## src/rtl/i2cs_pkg.sv

```systemverilog
package i2cs_pkg;

    localparam int BYTE_BITS = 8;
    localparam int ADDR_BITS = 7;
    localparam int CNT_W     = $clog2(BYTE_BITS + 2);
    localparam logic [4:0] EXT_PREFIX = 5'b11110;

    typedef enum logic [2:0] {
        ST_IDLE,
        ST_ADDR,
        ST_RX,
        ST_TX,
        ST_SKIP
    } eng_state_e;

    typedef struct packed {
        logic en;
        logic wait9;
        logic ack_en;
        logic stop_ie;
    } ctl_t;

    typedef struct packed {
        logic start;
        logic stop;
        logic rise;
        logic fall;
        logic sda;
    } bus_ev_t;

    function automatic logic is_ext_code(input logic [ADDR_BITS-1:0] a);
        return a[ADDR_BITS-1 -: 5] == EXT_PREFIX;
    endfunction

endpackage

```

## src/rtl/i2cs_sync.sv

```systemverilog
module i2cs_sync #(
    parameter int W      = 2,
    parameter int STAGES = 2
) (
    input  logic         clk,
    input  logic         rst,
    input  logic [W-1:0] d,
    output logic [W-1:0] q
);
    localparam int CHAIN_W = W * STAGES;

    logic [CHAIN_W-1:0] chain;

    always_ff @(posedge clk) begin
        if (rst) chain <= '1;
        else     chain <= {chain[CHAIN_W-W-1:0], d};
    end

    assign q = chain[CHAIN_W-1 -: W];
endmodule

```

## src/rtl/i2cs_cond.sv

```systemverilog
module i2cs_cond
    import i2cs_pkg::*;
(
    input  logic    clk,
    input  logic    rst,
    input  logic    scl_s,
    input  logic    sda_s,
    output bus_ev_t ev
);
    logic scl_q, sda_q;

    always_ff @(posedge clk) begin
        if (rst) begin
            scl_q <= 1'b1;
            sda_q <= 1'b1;
        end else begin
            scl_q <= scl_s;
            sda_q <= sda_s;
        end
    end

    always_comb begin
        ev.start = scl_s & scl_q & sda_q & ~sda_s;
        ev.stop  = scl_s & scl_q & ~sda_q & sda_s;
        ev.rise  = scl_s & ~scl_q;
        ev.fall  = ~scl_s & scl_q;
        ev.sda   = sda_s;
    end
endmodule

```

## src/rtl/i2cs_engine.sv

```systemverilog
module i2cs_engine
    import i2cs_pkg::*;
(
    input  logic                 clk,
    input  logic                 rst,
    input  ctl_t                 ctl,
    input  logic [ADDR_BITS-1:0] own_addr,
    input  logic                 rel_pulse,
    input  logic                 tx_load,
    input  logic [BYTE_BITS-1:0] tx_byte,
    input  bus_ev_t              ev,
    output logic                 scl_pull,
    output logic                 sda_pull,
    output logic                 irq,
    output logic [BYTE_BITS-1:0] rx_byte
);
    localparam logic [CNT_W-1:0] EDGE_LAST = CNT_W'(BYTE_BITS);
    localparam logic [CNT_W-1:0] EDGE_ACK  = CNT_W'(BYTE_BITS + 1);

    eng_state_e           state;
    logic [CNT_W-1:0]     cnt;
    logic [BYTE_BITS-1:0] sh_in, tx_sr, tx_buf;
    logic                 stretch, ack_drv, tx_drv, ext_r, rw_r, nack_r;
    logic                 active;

    assign active = (state != ST_IDLE);

    always_ff @(posedge clk) begin
        if (rst) begin
            tx_buf  <= '0;
            rx_byte <= '0;
        end else begin
            if (tx_load) tx_buf <= tx_byte;
            if (ctl.en && !ev.start && !ev.stop && ev.fall && cnt == EDGE_LAST
                && state == ST_RX)
                rx_byte <= sh_in;
        end
    end

    always_ff @(posedge clk) begin
        if (rst || !ctl.en) begin
            state   <= ST_IDLE;
            cnt     <= '0;
            sh_in   <= '0;
            tx_sr   <= '1;
            stretch <= 1'b0;
            ack_drv <= 1'b0;
            tx_drv  <= 1'b0;
            ext_r   <= 1'b0;
            rw_r    <= 1'b0;
            nack_r  <= 1'b0;
            irq     <= 1'b0;
        end else begin
            irq <= 1'b0;
            if (ev.start || ev.stop) begin
                state   <= ev.start ? ST_ADDR : ST_IDLE;
                cnt     <= '0;
                stretch <= 1'b0;
                ack_drv <= 1'b0;
                tx_drv  <= 1'b0;
                ext_r   <= 1'b0;
                irq     <= ev.stop & ctl.stop_ie;
            end else begin
                if (rel_pulse && stretch) begin
                    stretch <= 1'b0;
                    if (state == ST_TX && cnt == '0) tx_sr <= tx_buf;
                end
                if (ev.rise && active) begin
                    cnt <= cnt + 1'b1;
                    if (cnt < EDGE_LAST) sh_in <= {sh_in[BYTE_BITS-2:0], ev.sda};
                    if (cnt == EDGE_LAST) nack_r <= ev.sda;
                end
                if (ev.fall && active) begin
                    if (cnt == EDGE_LAST) begin
                        unique case (state)
                            ST_ADDR: begin
                                if (is_ext_code(sh_in[BYTE_BITS-1:1])) begin
                                    ext_r   <= 1'b1;
                                    ack_drv <= ctl.ack_en;
                                    stretch <= 1'b1;
                                    irq     <= 1'b1;
                                end else if (sh_in[BYTE_BITS-1:1] == own_addr) begin
                                    ack_drv <= 1'b1;
                                    rw_r    <= sh_in[0];
                                end else begin
                                    state <= ST_SKIP;
                                end
                            end
                            ST_RX: begin
                                ack_drv <= ctl.ack_en;
                                if (!ctl.wait9) begin
                                    stretch <= 1'b1;
                                    irq     <= 1'b1;
                                end
                            end
                            ST_TX: begin
                                tx_drv <= 1'b0;
                                if (!ctl.wait9) begin
                                    stretch <= 1'b1;
                                    irq     <= 1'b1;
                                end
                            end
                            default: ;
                        endcase
                    end else if (cnt == EDGE_ACK) begin
                        cnt     <= '0;
                        ack_drv <= 1'b0;
                        unique case (state)
                            ST_ADDR: begin
                                if (ext_r) begin
                                    state <= ST_RX;
                                end else begin
                                    stretch <= 1'b1;
                                    irq     <= 1'b1;
                                    if (rw_r) begin
                                        state  <= ST_TX;
                                        tx_sr  <= tx_buf;
                                        tx_drv <= 1'b1;
                                    end else begin
                                        state <= ST_RX;
                                    end
                                end
                            end
                            ST_RX: begin
                                if (ctl.wait9) begin
                                    stretch <= 1'b1;
                                    irq     <= 1'b1;
                                end
                            end
                            ST_TX: begin
                                if (ctl.wait9) begin
                                    stretch <= 1'b1;
                                    irq     <= 1'b1;
                                end
                                if (nack_r) begin
                                    state <= ST_SKIP;
                                end else begin
                                    tx_sr  <= tx_buf;
                                    tx_drv <= 1'b1;
                                end
                            end
                            default: ;
                        endcase
                    end else if (cnt != '0 && state == ST_TX && tx_drv) begin
                        tx_sr <= {tx_sr[BYTE_BITS-2:0], 1'b1};
                    end
                end
            end
        end
    end

    assign scl_pull = stretch;
    assign sda_pull = ack_drv | (tx_drv & ~tx_sr[BYTE_BITS-1]);
endmodule

```

## src/rtl/i2c_slave_stretch.sv

```systemverilog
module i2c_slave_stretch
    import i2cs_pkg::*;
#(
    parameter int SYNC_STAGES = 2
) (
    input  logic       clk,
    input  logic       rst,
    input  logic       en,
    input  logic       wait_ninth,
    input  logic       ack_en,
    input  logic       stop_irq_en,
    input  logic [6:0] own_addr,
    input  logic       rel_pulse,
    input  logic       tx_load,
    input  logic [7:0] tx_byte,
    input  logic       scl_in,
    input  logic       sda_in,
    output logic       scl_pull,
    output logic       sda_pull,
    output logic       irq,
    output logic [7:0] rx_byte
);
    logic [1:0] lines_s;
    bus_ev_t    ev;
    ctl_t       ctl;

    assign ctl = '{en: en, wait9: wait_ninth, ack_en: ack_en, stop_ie: stop_irq_en};

    i2cs_sync #(.W(2), .STAGES(SYNC_STAGES)) u_sync (
        .clk (clk),
        .rst (rst),
        .d   ({scl_in, sda_in}),
        .q   (lines_s)
    );

    i2cs_cond u_cond (
        .clk   (clk),
        .rst   (rst),
        .scl_s (lines_s[1]),
        .sda_s (lines_s[0]),
        .ev    (ev)
    );

    i2cs_engine u_eng (
        .clk       (clk),
        .rst       (rst),
        .ctl       (ctl),
        .own_addr  (own_addr),
        .rel_pulse (rel_pulse),
        .tx_load   (tx_load),
        .tx_byte   (tx_byte),
        .ev        (ev),
        .scl_pull  (scl_pull),
        .sda_pull  (sda_pull),
        .irq       (irq),
        .rx_byte   (rx_byte)
    );
endmodule

```

## config.mk

```make
export PLATFORM = sky130hd
export DESIGN_NAME = i2c_slave_stretch
export DESIGN_NICKNAME = d
export VERILOG_FILES = /design/src/rtl/i2cs_pkg.sv /design/src/rtl/i2cs_sync.sv /design/src/rtl/i2cs_cond.sv /design/src/rtl/i2cs_engine.sv /design/src/rtl/i2c_slave_stretch.sv
export SDC_FILE = /design/constraint.sdc
export NUM_CORES = 1
export LEC_CHECK = 0
export BUFFER_PORTS_ARGS = -buffer_cell sky130_fd_sc_hd__buf_2
export CAP_MARGIN = 20
export CORE_MARGIN = 2
export CORE_UTILIZATION = 61
export CTS_CLUSTER_DIAMETER = 100
export DETAILED_ROUTE_END_ITERATION = 12
export PLACE_DENSITY = 0.92
export SLEW_MARGIN = 20
export SYNTH_ARGS = -nofsm -noshare
export SYNTH_HDL_FRONTEND = slang
export SYNTH_SLANG_ARGS = --single-unit
export TNS_END_PERCENT = 30
```

## constraint.sdc

```tcl
create_clock -name clk -period 5.6 [get_ports clk]
set_clock_uncertainty 0.05 [all_clocks]
set_input_delay 0.56 -clock clk [delete_from_list [all_inputs] [get_ports clk]]
set_output_delay 0.56 -clock clk [all_outputs]
set_load 0.02 [all_outputs]
```

==> impl_metrics.ini, run 1 <==
[synth]
synth-edff-count = 0
syn_nets = 331
synth.avg_cell_area_um2 = 8.874
ys_warn_count = 0
async_flop_share = 0
ys_seq_elements = 52
synth.distinct_cells = 51
ys_seq_area_frac = 0.3872
ys.flop_type = dfxtp_1
netlist_instances = 303
synth_area_mm2 = 0.002689

[sta]
maxSlewHeadroom = 0.3677
fmax_mhz = 388.4
worstMarginPinSlew_ns = 0.9460
drv_slew = 0
post-route-min-period_ns = 2.575
finalHoldViolCount = 0
hold_slack_ns = 0.3654
setup_viol = 0
finalCritPeriodShare = 0.4598
fin_tns_setup_ns = 0
rsz0062_at_grt = no

[finish]
nFillCells = 350
final_common_cell = dfxtp_1
layout-drive-gt1-share = 0.1677
final_cell_area_mm2 = 0.002995
layout.nets = 361
antenna_cells = 0
area_growth_pct = 11.40
final_cell_mix = dfxtp_1 (52), nor2_1 (40), buf_2 (35), mux2i_1 (30), a21oi_1 (15)

[status]
status = finished, final reports clean

[route]
drc_errors = 0
wl_met3_um = 389
vias_per_cell = 6.197
vias = 2392
routed_wl_um = 6002
wl_met1_um = 2616
ant_nets = 0
drtIter0Drc = 187
top_layer = met4
drtPass1Iterations = 6
wl_met2_um = 2829
wl_per_cell_um = 15.55

[hold_path]
hp-start = u_sync.chain[0]
hold-path-endpoint = u_sync.chain[2]
worstHoldPathType = reg -> reg
worst_hold_path.num_cells = 1

[floorplan]
ios = 36
die-area_mm2 = 0.004955
initial_core_util = 0.6262
core_mm2 = 0.004294
std_cell_rows = 24
dieWidth_um = 70.39
fp.dieH_um = 70.39

[worst_setup_path]
path_max_fanout = 17
cp.arrival_ns = 2.70
r2r_slack_ns = 3.03
end_kind = flop
r2r_cells = 5
reg2reg_from = u_eng.state[1]
cp-start-kind = flop
critPathRequiredTime_ns = 5.72
path_class = reg -> reg
r2r-end = u_eng.sh_in[5]

[placed_design]
hpwl_um = 4528
dpl-instance-area_mm2 = 0.002880
portBuffers = 35
gp_congestion = 0.9485

[global_route]
grt-ovfl-total = 0
grt_max_degree = 25
grt_pass1_vias = 2226
grt_usage = 0.2601
antenna_found_initial = 0
grt_pass1_wl_um = 10370

[clocking]
ctsResizeCount = 0
post-cts-setup-buffer-count = 0
cts_root_buf = clkbuf_8
cts_tree = yes
cts_sinks = 52
clk_latency_ns = 0.31
cts_buffer_depth = 2
cts_made_buffers = 5
ctsHoldBuffers = 0
htree_num_levels = 2
clkTransAtPathRegs_ns = 0.10

[job]
maxCapViolations = 0

[power_and_ir_drop]
powerDensity_mw_per_mm2 = 227.0
p_leak_nw = 1.148
peakVddDrop_mv = 0.1684
power_mw = 0.6801
## metal layers
metal,GRT usage,up-vias
met3,0.05339,19
met5,0,-
li1,-,1166
met2,0.4193,107
met1,0.3352,1100
met4,0.1154,0
## stage by stage
step	std cells	utilization	setup WS (ns)
global route	386	0.6976	2.842
global placement	378	0.6705	3.174
floorplan	303	-	3.494
CTS	386	0.6976	3.041
finish	386	0.6976	3.025
detailed placement	378	0.6707	3.069
## final cells by class
| cell class | count | area (µm²) | share of cell area |
|---|---|---|---|
| Clock buffer | 5 | 68.82 | 0.02297 |
| Clock inverter | 3 | 46.29 | 0.01546 |
| Inverter | 7 | 26.28 | 0.008772 |
| Multi-Input combinational cell | 232 | 1573 | 0.5251 |
| Sequential cell | 52 | 1041 | 0.3475 |
| Tap cell | 52 | 65.06 | 0.02172 |
| Timing Repair Buffer | 35 | 175.2 | 0.05848 |
## worst max path at each step
| stage | startpoint | to | slack (ns) | cells after the start |
|---|---|---|---|---|
| detailed placement | u_eng.state[1] | u_eng.sh_in[6] | 3.07 | 5 |
| global route | u_eng.state[1] | u_eng.sh_in[6] | 2.84 | 5 |
| global placement | u_eng.state[1] | u_eng.sh_in[2] | 3.17 | 5 |
| CTS | u_eng.state[1] | u_eng.sh_in[0] | 3.04 | 5 |
| finish | u_eng.state[1] | u_eng.sh_in[5] | 3.03 | 5 |
| floorplan | u_eng.cnt[0] | u_eng.tx_sr[5] | 3.49 | 8 |
## cell families (layout without fill, tap and decap cells)
group | after synthesis | count (layout) | share of synthesized area
simple gates | 121 | 121 | 0.2443
xor+xnor | 12 | 12 | 0.03909
fa+ha+maj | 3 | 3 | 0.01396
compound gates | 66 | 66 | 0.1754
mux | 30 | 30 | 0.1117
buf+inv | 19 | 50 | 0.02839
flops | 52 | 52 | 0.3872
## cell usage after synthesis (5+ instances only)
cell	instances	area (µm²)
dfxtp_1	52	1041
nor2_1	40	150.1
mux2i_1	30	300.3
a21oi_1	15	75.07
nand2_1	11	41.29
nand3_1	10	50.05
o21ai_0	10	50.05
nand2b_1	8	50.05
or2_2	8	50.05
xnor2_1	8	70.07
clkbuf_1	7	26.28
inv_1	7	26.28
nand3b_1	7	52.55
nor3_1	6	30.03
nor2b_1	5	31.28
or3_1	5	31.28
## where the power goes
part           leakage, nW  internal [mW]  switching [mW]
sequential           0.422          0.375         0.00466
combinational        0.666         0.0168          0.0193
clock               0.0600          0.136           0.129
## flip-flops by register name (all words and copies together), names as in the netlist
register / count
u_eng.tx_drv: 1
u_eng.rx_byte: 8
u_eng.tx_buf: 8
u_eng.tx_sr: 8
u_eng.irq: 1
u_eng.cnt: 4
u_eng.scl_pull: 1
u_cond.sda_q: 1
u_eng.rw_r: 1
u_eng.ext_r: 1
u_eng.ack_drv: 1
u_eng.state: 3
u_eng.nack_r: 1
u_eng.sh_in: 8
u_cond.scl_q: 1
u_sync.chain: 4
## critical path, cell delays in order (launching register included)
cell and delay (ns):
dfxtp_1 0.70, nor3_1 0.21, nor3b_2 0.40, nor2b_1 0.75
mux2i_1 0.28, nor2_1 0.05
Power figures use the tool's default switching activity.
==> run 2: changes to the inputs <==
--- a/config.mk
+++ b/config.mk
@@ -8,10 +8,10 @@
 export BUFFER_PORTS_ARGS = -buffer_cell sky130_fd_sc_hd__buf_2
 export CAP_MARGIN = 20
 export CORE_MARGIN = 2
-export CORE_UTILIZATION = 61
+export CORE_UTILIZATION = 52
 export CTS_CLUSTER_DIAMETER = 100
 export DETAILED_ROUTE_END_ITERATION = 12
-export PLACE_DENSITY = 0.92
+export PLACE_DENSITY = 0.84
 export SLEW_MARGIN = 20
 export SYNTH_ARGS = -nofsm -noshare
 export SYNTH_HDL_FRONTEND = slang
==> constraint.sdc (replaced) <==
create_clock -name clk -period 2.2 [get_ports clk]
set_clock_uncertainty 0.05 [all_clocks]
set_input_delay 0.22 -clock clk [delete_from_list [all_inputs] [get_ports clk]]
set_output_delay 0.22 -clock clk [all_outputs]
set_load 0.02 [all_outputs]
==> run 2 against run 1 <==
  * Sequential share of layout area is 2.1 points lower
  * Clock power is 110% higher
  * Critical path depth increased by 3
  * Largest power group unchanged
  * Maximum frequency increased by 20%
  * Cell area is 6.6% higher
==> impl_metrics.ini, run 2 (synthesis results as in run 1) <==
[finish]
final_cell_area_mm2 = 0.003192
nFillCells = 428
area_growth_pct = 18.71
final_common_cell = dfxtp_1
layout.nets = 382
antenna_cells = 0
multi_input_area_mm2 = 0.001618
seqCellArea_mm2 = 0.001041
final_cell_mix = dfxtp_1 (52), nor2_1 (40), buf_2 (35), mux2i_1 (30), buf_4 (21)
layout-drive-gt1-share = 0.2366

[sta]
fmax_mhz = 465.4
setup_viol = 0
finalHoldViolCount = 0
fin_tns_setup_ns = 0
drv_slew = 0
post-route-min-period_ns = 2.149
finalCritPeriodShare = 0.9767
maxSlewHeadroom = 0.5660
worstMarginPinSlew_ns = 0.6486

[worst_setup_path]
path_class = reg -> reg
end_kind = flop
cpMaxStageDelayCell = a2111oi_4
crit_top_cell = a21oi_1
critPathMaxStageDelay_ns = 0.41
cp.arrival_ns = 2.34
r2r-end = u_eng.state[0]
critPathRequiredTime_ns = 2.40
r2r_cells = 8
path_max_fanout = 5
crit_buf_inv = 2
r2r_slack_ns = 0.05
cp-start-kind = flop
reg2reg_from = u_eng.cnt[1]
path_delay_family = compound AO/OA/AOI/OAI gates
worstPathCellList = inv_1 > ha_2 > nand2b_1 > a2111oi_4 > buf_4 > a21oi_1 > a221o_1 > a21oi_1

[placed_design]
portBuffers = 35
dpl-instance-area_mm2 = 0.003059
gp_congestion = 0.9166
hpwl_um = 4897

[clocking]
cts_sinks = 52
cts_made_buffers = 5
clk_latency_ns = 0.31
htree_num_levels = 2
clkTransAtPathRegs_ns = 0.09
ctsHoldBuffers = 0
cts_buffer_depth = 2
cts_tree = yes
cts_root_buf = clkbuf_8

[power_and_ir_drop]
combPwrFrac = 0.059
clockPowerShare = 0.341
peakVddDrop_mv = 0.3975
p_leak_nw = 1.241
internal-power_mw = 1.226
powerDensity_mw_per_mm2 = 504.9
p_switching_mw = 0.3850
swShare = 0.2389
power_frac_seq = 0.599

[floorplan]
ios = 36
core_mm2 = 0.005042
fp.dieH_um = 75.91
initial_core_util = 0.5333
die-area_mm2 = 0.005762
std_cell_rows = 26
dieWidth_um = 75.91

[hold_path]
worst_hold_path.num_cells = 2
hold-path-endpoint = u_sync.chain[0]
hp-start = sda_in
worstHoldPathType = in -> reg

[route]
ant_nets = 0
vias = 2481
wl_per_cell_um = 15.00
drtIter0Drc = 172
drtPass1Iterations = 4
vias_per_cell = 5.838
drc_errors = 0
routed_wl_um = 6376

[global_route]
grt_pass1_vias = 2382
grt_usage = 0.2260
grt_pass1_wl_um = 10690
grt-ovfl-total = 0
antenna_found_initial = 0
grt_max_degree = 25

[job]
maxCapViolations = 0

[status]
status = finished, final reports clean
run 2: final cells by class:
type | instances | share of cell area
sequential | 52 | 0.3261
inverter | 7 | 0.008232
clock buffer | 6 | 0.02274
multi-input combinational | 232 | 0.5069
tap | 70 | 0.02744
timing repair buffer | 56 | 0.1043
clock inverter | 2 | 0.004312
run 2: what timing repair did:
| action | 4_1_cts | 5_1_grt |
|---|---|---|
| setup buffers | 0 | 0 |
| resized for setup | 1 | 10 |
| pin swaps | 0 | 4 |
| endpoints found under the setup margin | 2 | 15 |
run 2: how the worst max path moves through the flow:
stage | to | start | cells past startpoint
after global placement | u_eng.tx_sr[6] | u_eng.cnt[1] | 7
final | u_eng.state[0] | u_eng.cnt[1] | 8
after floorplan | u_eng.tx_sr[5] | u_eng.cnt[0] | 8
after CTS | u_eng.state[0] | u_eng.cnt[1] | 8
after detailed placement | u_eng.tx_sr[2] | u_eng.cnt[1] | 8
after global routing | u_eng.state[0] | u_eng.cnt[1] | 8
run 2: worst register-to-register path, delay by kind of cell, from the launching register on:
family                   cells  cell delay [ns]
AO/OA/AOI/OAI                4             1.00
flip-flops                   1             0.38
buffers and inverters        2             0.28
adder cells (fa/ha/maj)      1             0.20
AND/OR/NAND/NOR              1             0.19
run 2: metrics by stage:
step                      worst slack, ns  total power [mW]  instances  utilization  hold WS [ns]
after CTS                        0.009829             1.630        425       0.6251       0.02876
after floorplan                   0.09404             1.040        303            -        0.2738
after global placement             0.1412             1.079        417       0.6067        0.3411
final                             0.05135             1.611        425       0.6330       0.03918
after detailed placement         0.005204             1.082        417       0.6067        0.3432
after global routing            -0.006783             1.680        425       0.6330       0.03326
run 2: power by group through the flow:
stage	Combinational [mW]	Sequential, mW	Clock (mW)
floorplan	0.0572	0.983	0
global placement	0.0918	0.987	0
detailed placement	0.0946	0.988	0
CTS	0.0950	0.966	0.569
global route	0.106	0.968	0.606
finish	0.0955	0.966	0.550
run 2: metal layers:
metal / global-route usage / vias up / wire, µm
met5: 0 / - / 0
met4: 0.1236 / 0 / 214
met3: 0.04048 / 25 / 309
met2: 0.3821 / 79 / 3115
met1: 0.2728 / 1170 / 2736
li1: - / 1207 / -
